## src/rtl/r4bf_pkg.sv

```systemverilog
package r4bf_pkg;

    localparam int unsigned NUM_LANES = 4;

    typedef enum logic [1:0] {
        LANE_A = 2'd0,
        LANE_B = 2'd1,
        LANE_C = 2'd2,
        LANE_D = 2'd3
    } lane_e;

endpackage

```

## src/rtl/r4bf_cmul.sv

```systemverilog
module r4bf_cmul #(
    parameter int DW      = 9,
    parameter int TW_FRAC = 7,
    parameter int WW      = 2*DW - TW_FRAC + 1
) (
    input  logic signed [DW-1:0] xr,
    input  logic signed [DW-1:0] xi,
    input  logic signed [DW-1:0] wr,
    input  logic signed [DW-1:0] wi,
    output logic signed [WW-1:0] pr,
    output logic signed [WW-1:0] pi
);

    localparam int PW = 2*DW;
    localparam int SW = PW - TW_FRAC;

    logic signed [PW-1:0] m_rr, m_ii, m_ri, m_ir;
    logic signed [SW-1:0] s_rr, s_ii, s_ri, s_ir;

    always_comb begin
        m_rr = xr * wr;
        m_ii = xi * wi;
        m_ri = xr * wi;
        m_ir = xi * wr;
        // dropping the low fraction bits is a floor shift of each product
        s_rr = m_rr[PW-1:TW_FRAC];
        s_ii = m_ii[PW-1:TW_FRAC];
        s_ri = m_ri[PW-1:TW_FRAC];
        s_ir = m_ir[PW-1:TW_FRAC];
        pr   = WW'(s_rr) - WW'(s_ii);
        pi   = WW'(s_ri) + WW'(s_ir);
    end

endmodule

```

## src/rtl/r4bf_combine.sv

```systemverilog
module r4bf_combine #(
    parameter int DW        = 9,
    parameter int WW        = 12,
    parameter int OUT_SHIFT = 2
) (
    input  logic [3:0][WW-1:0] p_re,
    input  logic [3:0][WW-1:0] p_im,
    output logic [3:0][DW-1:0] q_re,
    output logic [3:0][DW-1:0] q_im
);

    import r4bf_pkg::*;

    localparam int SUMW = WW + 2;
    localparam logic signed [SUMW-1:0] MAXV = SUMW'(2**(DW-1) - 1);
    localparam logic signed [SUMW-1:0] MINV = -MAXV - SUMW'(1);

    logic signed [SUMW-1:0] ar [NUM_LANES];
    logic signed [SUMW-1:0] ai [NUM_LANES];
    logic signed [SUMW-1:0] sr [NUM_LANES];
    logic signed [SUMW-1:0] si [NUM_LANES];
    logic signed [SUMW-1:0] hr [NUM_LANES];
    logic signed [SUMW-1:0] hi [NUM_LANES];

    always_comb begin
        for (int k = 0; k < NUM_LANES; k++) begin
            ar[k] = SUMW'($signed(p_re[k]));
            ai[k] = SUMW'($signed(p_im[k]));
        end

        // plain sum
        sr[LANE_A] = ar[LANE_A] + ar[LANE_B] + ar[LANE_C] + ar[LANE_D];
        si[LANE_A] = ai[LANE_A] + ai[LANE_B] + ai[LANE_C] + ai[LANE_D];
        // -j on B is (im,-re); +j on D is (-im,re)
        sr[LANE_B] = ar[LANE_A] + ai[LANE_B] - ar[LANE_C] - ai[LANE_D];
        si[LANE_B] = ai[LANE_A] - ar[LANE_B] - ai[LANE_C] + ar[LANE_D];
        // alternating signs
        sr[LANE_C] = ar[LANE_A] - ar[LANE_B] + ar[LANE_C] - ar[LANE_D];
        si[LANE_C] = ai[LANE_A] - ai[LANE_B] + ai[LANE_C] - ai[LANE_D];
        // +j on B, -j on D
        sr[LANE_D] = ar[LANE_A] - ai[LANE_B] - ar[LANE_C] + ai[LANE_D];
        si[LANE_D] = ai[LANE_A] + ar[LANE_B] - ai[LANE_C] - ar[LANE_D];

        for (int k = 0; k < NUM_LANES; k++) begin
            hr[k] = sr[k] >>> OUT_SHIFT;
            hi[k] = si[k] >>> OUT_SHIFT;
            if (hr[k] > MAXV)      q_re[k] = MAXV[DW-1:0];
            else if (hr[k] < MINV) q_re[k] = MINV[DW-1:0];
            else                   q_re[k] = hr[k][DW-1:0];
            if (hi[k] > MAXV)      q_im[k] = MAXV[DW-1:0];
            else if (hi[k] < MINV) q_im[k] = MINV[DW-1:0];
            else                   q_im[k] = hi[k][DW-1:0];
        end
    end

endmodule

```

## src/rtl/r4_butterfly.sv

```systemverilog
module r4_butterfly #(
    parameter int DW        = 9,
    parameter int TW_FRAC   = 7,
    parameter int OUT_SHIFT = 2,
    parameter bit OUT_REG   = 1'b1
) (
    input  logic               clk,
    input  logic               rst_n,
    input  logic               in_valid,
    input  logic [3:0][DW-1:0] x_re,
    input  logic [3:0][DW-1:0] x_im,
    input  logic [3:0][DW-1:0] w_re,
    input  logic [3:0][DW-1:0] w_im,
    output logic               out_valid,
    output logic [3:0][DW-1:0] y_re,
    output logic [3:0][DW-1:0] y_im
);

    import r4bf_pkg::*;

    localparam int WW = 2*DW - TW_FRAC + 1;

    logic [3:0][WW-1:0] p_re, p_im;
    logic [3:0][DW-1:0] q_re, q_im;

    for (genvar k = 0; k < NUM_LANES; k++) begin : g_lane
        logic signed [WW-1:0] lane_pr, lane_pi;

        r4bf_cmul #(
            .DW      (DW),
            .TW_FRAC (TW_FRAC),
            .WW      (WW)
        ) i_cmul (
            .xr (x_re[k]),
            .xi (x_im[k]),
            .wr (w_re[k]),
            .wi (w_im[k]),
            .pr (lane_pr),
            .pi (lane_pi)
        );

        assign p_re[k] = lane_pr;
        assign p_im[k] = lane_pi;
    end

    r4bf_combine #(
        .DW        (DW),
        .WW        (WW),
        .OUT_SHIFT (OUT_SHIFT)
    ) i_combine (
        .p_re (p_re),
        .p_im (p_im),
        .q_re (q_re),
        .q_im (q_im)
    );

    if (OUT_REG) begin : g_reg
        typedef struct packed {
            logic               vld;
            logic [3:0][DW-1:0] yr;
            logic [3:0][DW-1:0] yi;
        } out_st_t;

        out_st_t st_d, st_q;

        always_comb begin
            st_d     = st_q;
            st_d.vld = in_valid;
            if (in_valid) begin
                st_d.yr = q_re;
                st_d.yi = q_im;
            end
        end

        always_ff @(posedge clk or negedge rst_n) begin
            if (!rst_n) st_q <= '0;
            else        st_q <= st_d;
        end

        assign out_valid = st_q.vld;
        assign y_re      = st_q.yr;
        assign y_im      = st_q.yi;
    end else begin : g_comb
        assign out_valid = in_valid;
        assign y_re      = q_re;
        assign y_im      = q_im;
    end

endmodule

```

## config.mk

```make
export PLATFORM = sky130hd
export DESIGN_NAME = r4_butterfly
export DESIGN_NICKNAME = d
export VERILOG_FILES = /design/src/rtl/r4bf_pkg.sv /design/src/rtl/r4bf_cmul.sv /design/src/rtl/r4bf_combine.sv /design/src/rtl/r4_butterfly.sv
export SDC_FILE = /design/constraint.sdc
export NUM_CORES = 2
export LEC_CHECK = 0
export BUFFER_PORTS_ARGS = -buffer_cell sky130_fd_sc_hd__buf_2
export CAP_MARGIN = 15
export CORE_MARGIN = 2
export CORE_UTILIZATION = 43
export CTS_CLUSTER_DIAMETER = 40
export DETAILED_ROUTE_END_ITERATION = 10
export PLACE_DENSITY_LB_ADDON = 0.08
export SYNTH_ARGS = -nofsm -noshare
export SYNTH_HDL_FRONTEND = slang
export SYNTH_SLANG_ARGS = --single-unit
```

## constraint.sdc

```tcl
create_clock -name clk -period 1.04 [get_ports clk]
set_clock_uncertainty 0.15 [all_clocks]
set_input_delay 0.052 -clock clk [delete_from_list [all_inputs] [get_ports clk]]
set_output_delay 0.052 -clock clk [all_outputs]
set_load 0.05 [all_outputs]
```

After elaboration in Yosys (flattened, before gate mapping)
Cells that the tools add are included.
{"block": "word_totals", "wordCells": 89, "register_bits": 73, "input_bits": 147, "output_inout_bits": 73}
{"block": "classes", "order_cmp": 16, "n_mux": 16, "n_addsub": 32, "n_mul": 16}
{"operator": "9-bit by 9-bit multiplier with 18-bit output", "n": 16}
{"operator": "9-bit 2-to-1 mux", "n": 16}
{"operator": "12-bit by 9-bit greater-than comparator with 1-bit output, second input constant", "n": 8}
{"operator": "12-bit by 9-bit < comparator with 1-bit output, second input constant", "n": 8}
{"operator": "13-bit by 12-bit adder with 14-bit output", "n": 4}
{"operator": "14-bit by 12-bit adder with 14-bit output", "n": 4}
{"operator": "13-bit by 12-bit subtractor with 14-bit output", "n": 4}
{"operator": "14-bit by 12-bit subtractor with 14-bit output", "n": 4}
{"operator": "12-bit by 12-bit adder with 13-bit output", "n": 4}
{"operator": "12-bit by 12-bit subtractor with 13-bit output", "n": 4}
{"operator": "11-bit by 11-bit adder with 12-bit output", "n": 4}
{"operator": "11-bit by 11-bit subtractor with 12-bit output", "n": 4}

Depth between registers and ports, before layout
{"block": "logic_depth", "ltp_word": 8, "ltp_mapped": 44, "depth_no_buf": 42}

By module
From an unflattened synthesis, not the netlist that was laid out.
{"block": "hier_totals", "hier_cells": 6942, "area_unflattened_um2": 62497.4}
{"module": "r4bf_cmul (g_lane[1].i_cmul)", "seq_area_each_um2": 0.0, "area_per_inst_um2": 12458.2, "cells_each": 1422, "instances": 1}
{"module": "r4bf_cmul (g_lane[3].i_cmul)", "seq_area_each_um2": 0.0, "area_per_inst_um2": 12348.1, "cells_each": 1418, "instances": 1}
{"module": "r4bf_cmul (g_lane[0].i_cmul)", "seq_area_each_um2": 0.0, "area_per_inst_um2": 12321.8, "cells_each": 1397, "instances": 1}
{"module": "r4bf_cmul (g_lane[2].i_cmul)", "seq_area_each_um2": 0.0, "area_per_inst_um2": 12301.8, "cells_each": 1403, "instances": 1}
{"module": "r4bf_combine", "seq_area_each_um2": 0.0, "area_per_inst_um2": 10015.9, "cells_each": 1149, "instances": 1}
{"module": "r4_butterfly", "seq_area_each_um2": 1826.8, "area_per_inst_um2": 3051.7, "cells_each": 153, "instances": 1}

Worst setup path after synthesis
Ideal clock, no wire load.
{"block": "synth_path", "path_type": "input to register", "start": "input w_im[10] (netlist name)", "end": "register g_reg.st_q, in the netlist y_im[0]", "required_time_ns": 0.746, "n_path_buf": 2, "setup_time_ns": 0.144, "path_slack_ns": -8.127, "cell_stages": 41, "arrival_time_ns": 8.872, "cell_sequence": "clkbuf_1 -> clkbuf_1 -> nand2_1 -> fa_1 -> inv_1 -> fa_1 -> fa_1 -> fa_1 -> inv_1 -> fa_1 -> inv_1 -> ha_1 -> o21ai_0 -> a21oi_1 -> o21a_1 -> o21a_1 -> o21ai_0 -> nand2b_1 -> (+5 left out) -> o21ai_1 -> nand2_1 -> xor2_1 -> inv_1 -> fa_1 -> inv_1 -> ha_1 -> xor2_1 -> ha_1 -> a21o_1 -> a211o_1 -> a21oi_1 -> nor2_1 -> a21oi_1 -> a41oi_1 -> a21o_1 -> a21oi_1 -> a21oi_1"}
{"block": "synth_between", "elab_chain_cells": 8, "elab_cells_between_ends": 9, "classes_between": "add/sub: 4; mul: 1; order compare: 2; mux: 2"}
{"element": "from (decl)", "line": "r4_butterfly.sv:13", "text": "input logic [3:0][DW-1:0] w_im,"}
{"element": "9-bit by 9-bit multiplier with 18-bit output (*)", "line": "r4bf_cmul.sv:23", "text": "m_ri = xr * wi;"}
{"element": "11-bit by 11-bit adder with 12-bit output (*)", "line": "r4bf_cmul.sv:31", "text": "pi = WW'(s_ri) + WW'(s_ir);"}
{"element": "12-bit by 12-bit adder with 13-bit output (*)", "line": "r4bf_combine.sv:33", "text": "si[LANE_A] = ai[LANE_A] + ai[LANE_B] + ai[LANE_C] + ai[LANE_D];"}
{"element": "13-bit by 12-bit adder with 14-bit output (*)", "line": "r4bf_combine.sv:33"}
{"element": "14-bit by 12-bit adder with 14-bit output (*)", "line": "r4bf_combine.sv:33"}
{"element": "12-bit by 9-bit < comparator with 1-bit output", "line": "r4bf_combine.sv:51", "text": "else if (hi[k] < MINV) q_im[k] = MINV[DW-1:0];"}
{"element": "9-bit 2-to-1 mux", "line": "r4bf_combine.sv:51"}
{"element": "9-bit 2-to-1 mux (*)", "line": "r4bf_combine.sv:50", "text": "if (hi[k] > MAXV) q_im[k] = MAXV[DW-1:0];"}
{"element": "to (signal assigned)", "line": "r4_butterfly.sv:77", "text": "else st_q <= st_d;"}
{"element": "to (decl)", "line": "r4_butterfly.sv:64", "text": "out_st_t st_d, st_q;"}
Mark *: on every way between the ends. The rest lies on a longest branch, timed or not.
A chain may end at the register's enable or synchronous reset.

Worst setup path after layout
{"block": "layout_path", "start": "input w_im[33] (netlist name)", "end": "register g_reg.st_q, in the netlist y_im[29]"}
{"block": "layout_between", "elab_chain_cells": 6, "elab_cells_between_ends": 7, "classes_between": "add/sub: 2; mul: 1; order compare: 2; mux: 2"}
{"element": "9-bit by 9-bit multiplier with 18-bit output (*)", "line": "r4bf_cmul.sv:22", "text": "m_ii = xi * wi;"}
{"element": "11-bit by 11-bit subtractor with 12-bit output (*)", "line": "r4bf_cmul.sv:30", "text": "pr = WW'(s_rr) - WW'(s_ii);"}
{"element": "14-bit by 12-bit subtractor with 14-bit output (*)", "line": "r4bf_combine.sv:42", "text": "si[LANE_D] = ai[LANE_A] + ar[LANE_B] - ai[LANE_C] - ar[LANE_D];"}
{"element": "12-bit by 9-bit < comparator with 1-bit output", "line": "r4bf_combine.sv:51"}
{"element": "9-bit 2-to-1 mux", "line": "r4bf_combine.sv:51"}
{"element": "9-bit 2-to-1 mux (*)", "line": "r4bf_combine.sv:50"}
Marked as above.

==> results.md <==
* GPL Wtd Cong at 0.8993
* Drt pass-1 iters at 7
* Max incr delay on CP at about 0.55 ns
* Unrepaired setup endpoints after global routing: true
* CTS tree: built
* Iteration-0 DRC Markers at 2,501
* Worst-Margin Slew at a little over 1 ns
* WL final at roughly 180,000 um
* Global-route wire length before repair at roughly 300,000 um
* Outcome: finished with violations
* Kind of critical path: primary input to flop
* Clock slew at reported path FFs at around 0.070 ns
* DR vias/cell at 4.884
* Slew HR at roughly a third
* Maximum number of pins on one net before global-route repair at 29
* Gr usage total at 26.19%
* PortBufs at 219
* Final hold vios at 13
* Routed len/inst at 17.48 um
* Die Y at around 380 um
* I/O pin cnt at 220
* Cell mode on critical path: buf_4
* Tmin final at about 8.6 ns
* NumNets Final at 10,740
* Clock buffer depth at 2
* Root Buffer: clkbuf_16
* CP startpoint kind: primary input
* Area leader, netlist: fa_1
* Mapped Avg Cell Area at slightly below 9 um^2
* CP endpoint kind: flop
* Slowest-stage cell, CP: fa_1
* FP Rows at between 100 and 150
* Antenna cells at 0
* Synth warn at 0
* Vias in the first global route at around 55,000
* Crit path max fanout at 15
* Setup Viol. Count Final at approximately 150
* Core Footprint at between 100,000 and 150,000 um^2
* Hold/Removal Path Class: primary input to async pin
* GRT overflow at 0
* Arrival time at the worst endpoint at 8.74 ns
* Final worst path period share at 826.5%
* Asr flop ratio synth at 100.0%
* Yosys top cell area share at a little over 40%
* R2r setup slk at 0.01 ns
* Count of cell types in the netlist at 86
* CTS Hold Buffers Added at 2
* CTS buffer count at 9
* Clock sink count at 73
* Seq/Total Area, Yosys at under 10%
* # DRC at 0
* Via count at ~50,000
* Initial antenna violation count at 1
* Setup TNS at -537.55 ns
* Synth Flop Type: dfrtp_1
* Post-route antenna net violation count at 0
* Die ar. at ~140,000 um^2
* Synthesized area at ~60,000 um^2
* Slew Viols, Final at 0
* H-Tree Level Count at 3
* Hold_ws at -0.02106 ns
* Mapped Cells at around 7,000
* Final HPWL DP at roughly 160,000 um
* EDFF count, synth at 0
* WP data required at 1.19 ns
* Failing checks: negative hold slack, negative setup slack
* Worst-Skew Late Latency at 0.37 ns
* Share of layout cells above drive strength 1 at between 30% and 40%
* Synthesized net count at between 8,000 and 9,000
* Synth top area cells: fa_1, ha_1, inv_1, and2_1, nand2_1
* Area grow syn2layout at 36.26%
* FF+latch count, synth at 73
* Starting density of the core at 43.17%
* Fill count at 12,680
* Max-cap violations at 0
* Highest Clock Rate at around 120 MHz
* Die width at approximately 380 um
* Setup WS post-layout at -7.555 ns
* Design area at about 83,000 um^2
* Area of placed instances at around 77,000 um^2
==> sequential cells by signal (all words and copies together), names as in the netlist <==
signal     flops
y_im          36
out_valid      1
y_re          36
==> layout make-up <==
class	instances	area (um^2)	share of cell area, %
Clock buffer	9	225.2	0.2714
Clock inverter	7	102.6	0.1236
Inverter	1429	5391	6.497
Multi-Input combinational cell	5138	57160	68.88
Sequential cell	73	1873	2.257
Tap cell	1890	2365	2.850
Timing Repair Buffer	1930	15870	19.13
==> cells by family after synthesis <==
group                    Yosys count  share of synthesized area, %
AO/OA/AOI/OAI                    654                         7.272
XOR/XNOR                         449                         6.615
adder cells (fa/ha/maj)         2018                         56.90
buffers and inverters           1633                         10.07
AND/OR/NAND/NOR                 2007                         15.99
multiplexers                       9                        0.1582
flip-flops                        73                         2.999
==> metrics by stage <==
| step | util, % | instances | hold slack [ns] | worst slack (ns) |
|---|---|---|---|---|
| after floorplan | - | 6843 | -0.3936 | -7.456 |
| after CTS | 58.11 | 10460 | -0.04014 | -7.426 |
| after global placement | 54.44 | 10300 | -0.1687 | -8.213 |
| after global routing | 58.83 | 10480 | -0.01071 | -7.837 |
| after detailed placement | 54.44 | 10300 | -0.1692 | -8.268 |
| final | 58.83 | 10480 | -0.02106 | -7.555 |
==> worst paths after layout <==
check	endpoint	depth (start not counted)	start
worst max-delay path	y_im[29]	40	w_im[33]
worst min-delay path	y_im[12]	2	rst_n
worst max register to register	y_re[19]	3	y_re[19]
worst min register to register	y_im[1]	2	y_im[1]
max in group asynchronous	y_re[19]	3	rst_n
min in group clk	y_re[8]	3	in_valid
==> cells in the mapped netlist (all sizes together) (6+ instances only) <==
library cell / number
a2111o: 8
a2111oi: 15
a211oi: 26
a21boi: 8
a21o: 68
a21oi: 192
a31o: 10
a31oi: 28
a41oi: 7
and2: 541
and3: 15
buf: 10
clkbuf: 194
dfrtp: 73
fa: 1255
ha: 754
inv: 1429
maj3: 9
nand2: 726
nand2b: 52
nand3: 61
nand3b: 7
nand4: 13
nand4b: 11
nor2: 347
nor2b: 40
nor3: 122
nor4: 19
o211ai: 11
o21a: 70
o21ai: 109
o21bai: 18
o221ai: 8
o2bb2ai: 8
o31a: 18
o31ai: 18
o41ai: 6
or2: 19
or3: 11
or3b: 7
or4: 6
xnor2: 308
xor2: 140
==> cell usage in the layout (no fill, tap or decap), types with 25 or more instances in the layout <==
cell type  instances
xor2_1           110
inv_2             44
dfrtp_2           37
nand2b_1          47
nor3_2            25
buf_6            191
xnor2_1          263
ha_4              92
nand2_2           43
nor2_1           314
nand2_1          674
inv_1           1378
ha_1             649
buf_2             50
o21ai_1           34
buf_12            49
a21oi_2           71
a21o_1            65
fa_1            1234
xnor2_2           27
buf_4           1610
o21a_1            68
nor2b_1           33
nand3_1           59
nor3_1            92
and2_1           532
dfrtp_1           36
a21oi_1          112
o21ai_0           51
==> repair_timing <==
item / CTS / global route
endpoints found under the hold margin: 74 / 6
buffers inserted: 157 / 15
resized for setup: 856 / 175
pin swaps: 358 / 135
cloned: 2 / 0
setup endpoints to repair: 145 / 145
==> routing by layer <==
layer | GRT usage (%) | part of all wire (%) | up-vias
met1 | 37.07 | 46 | 25610
li1 | - | - | 24510
met5 | 0 | 0.0071 | -
met4 | 6.261 | 2.5 | 2
met2 | 43.29 | 47 | 890
met3 | 2.487 | 4.2 | 154
==> worst max-delay path: cells and delay by family <==
family | cells | cell delay, ns
adders and majority gates | 10 | 3.57
AOI/OAI and AO/OA | 13 | 2.20
and+or+nand+nor | 6 | 1.03
buffers and inverters | 8 | 1.20
xor gates and xnor gates | 3 | 0.67
Power is left out: the tool's default activity adds up to more than one toggle a clock period on the data nets, which glitch-free logic cannot reach.
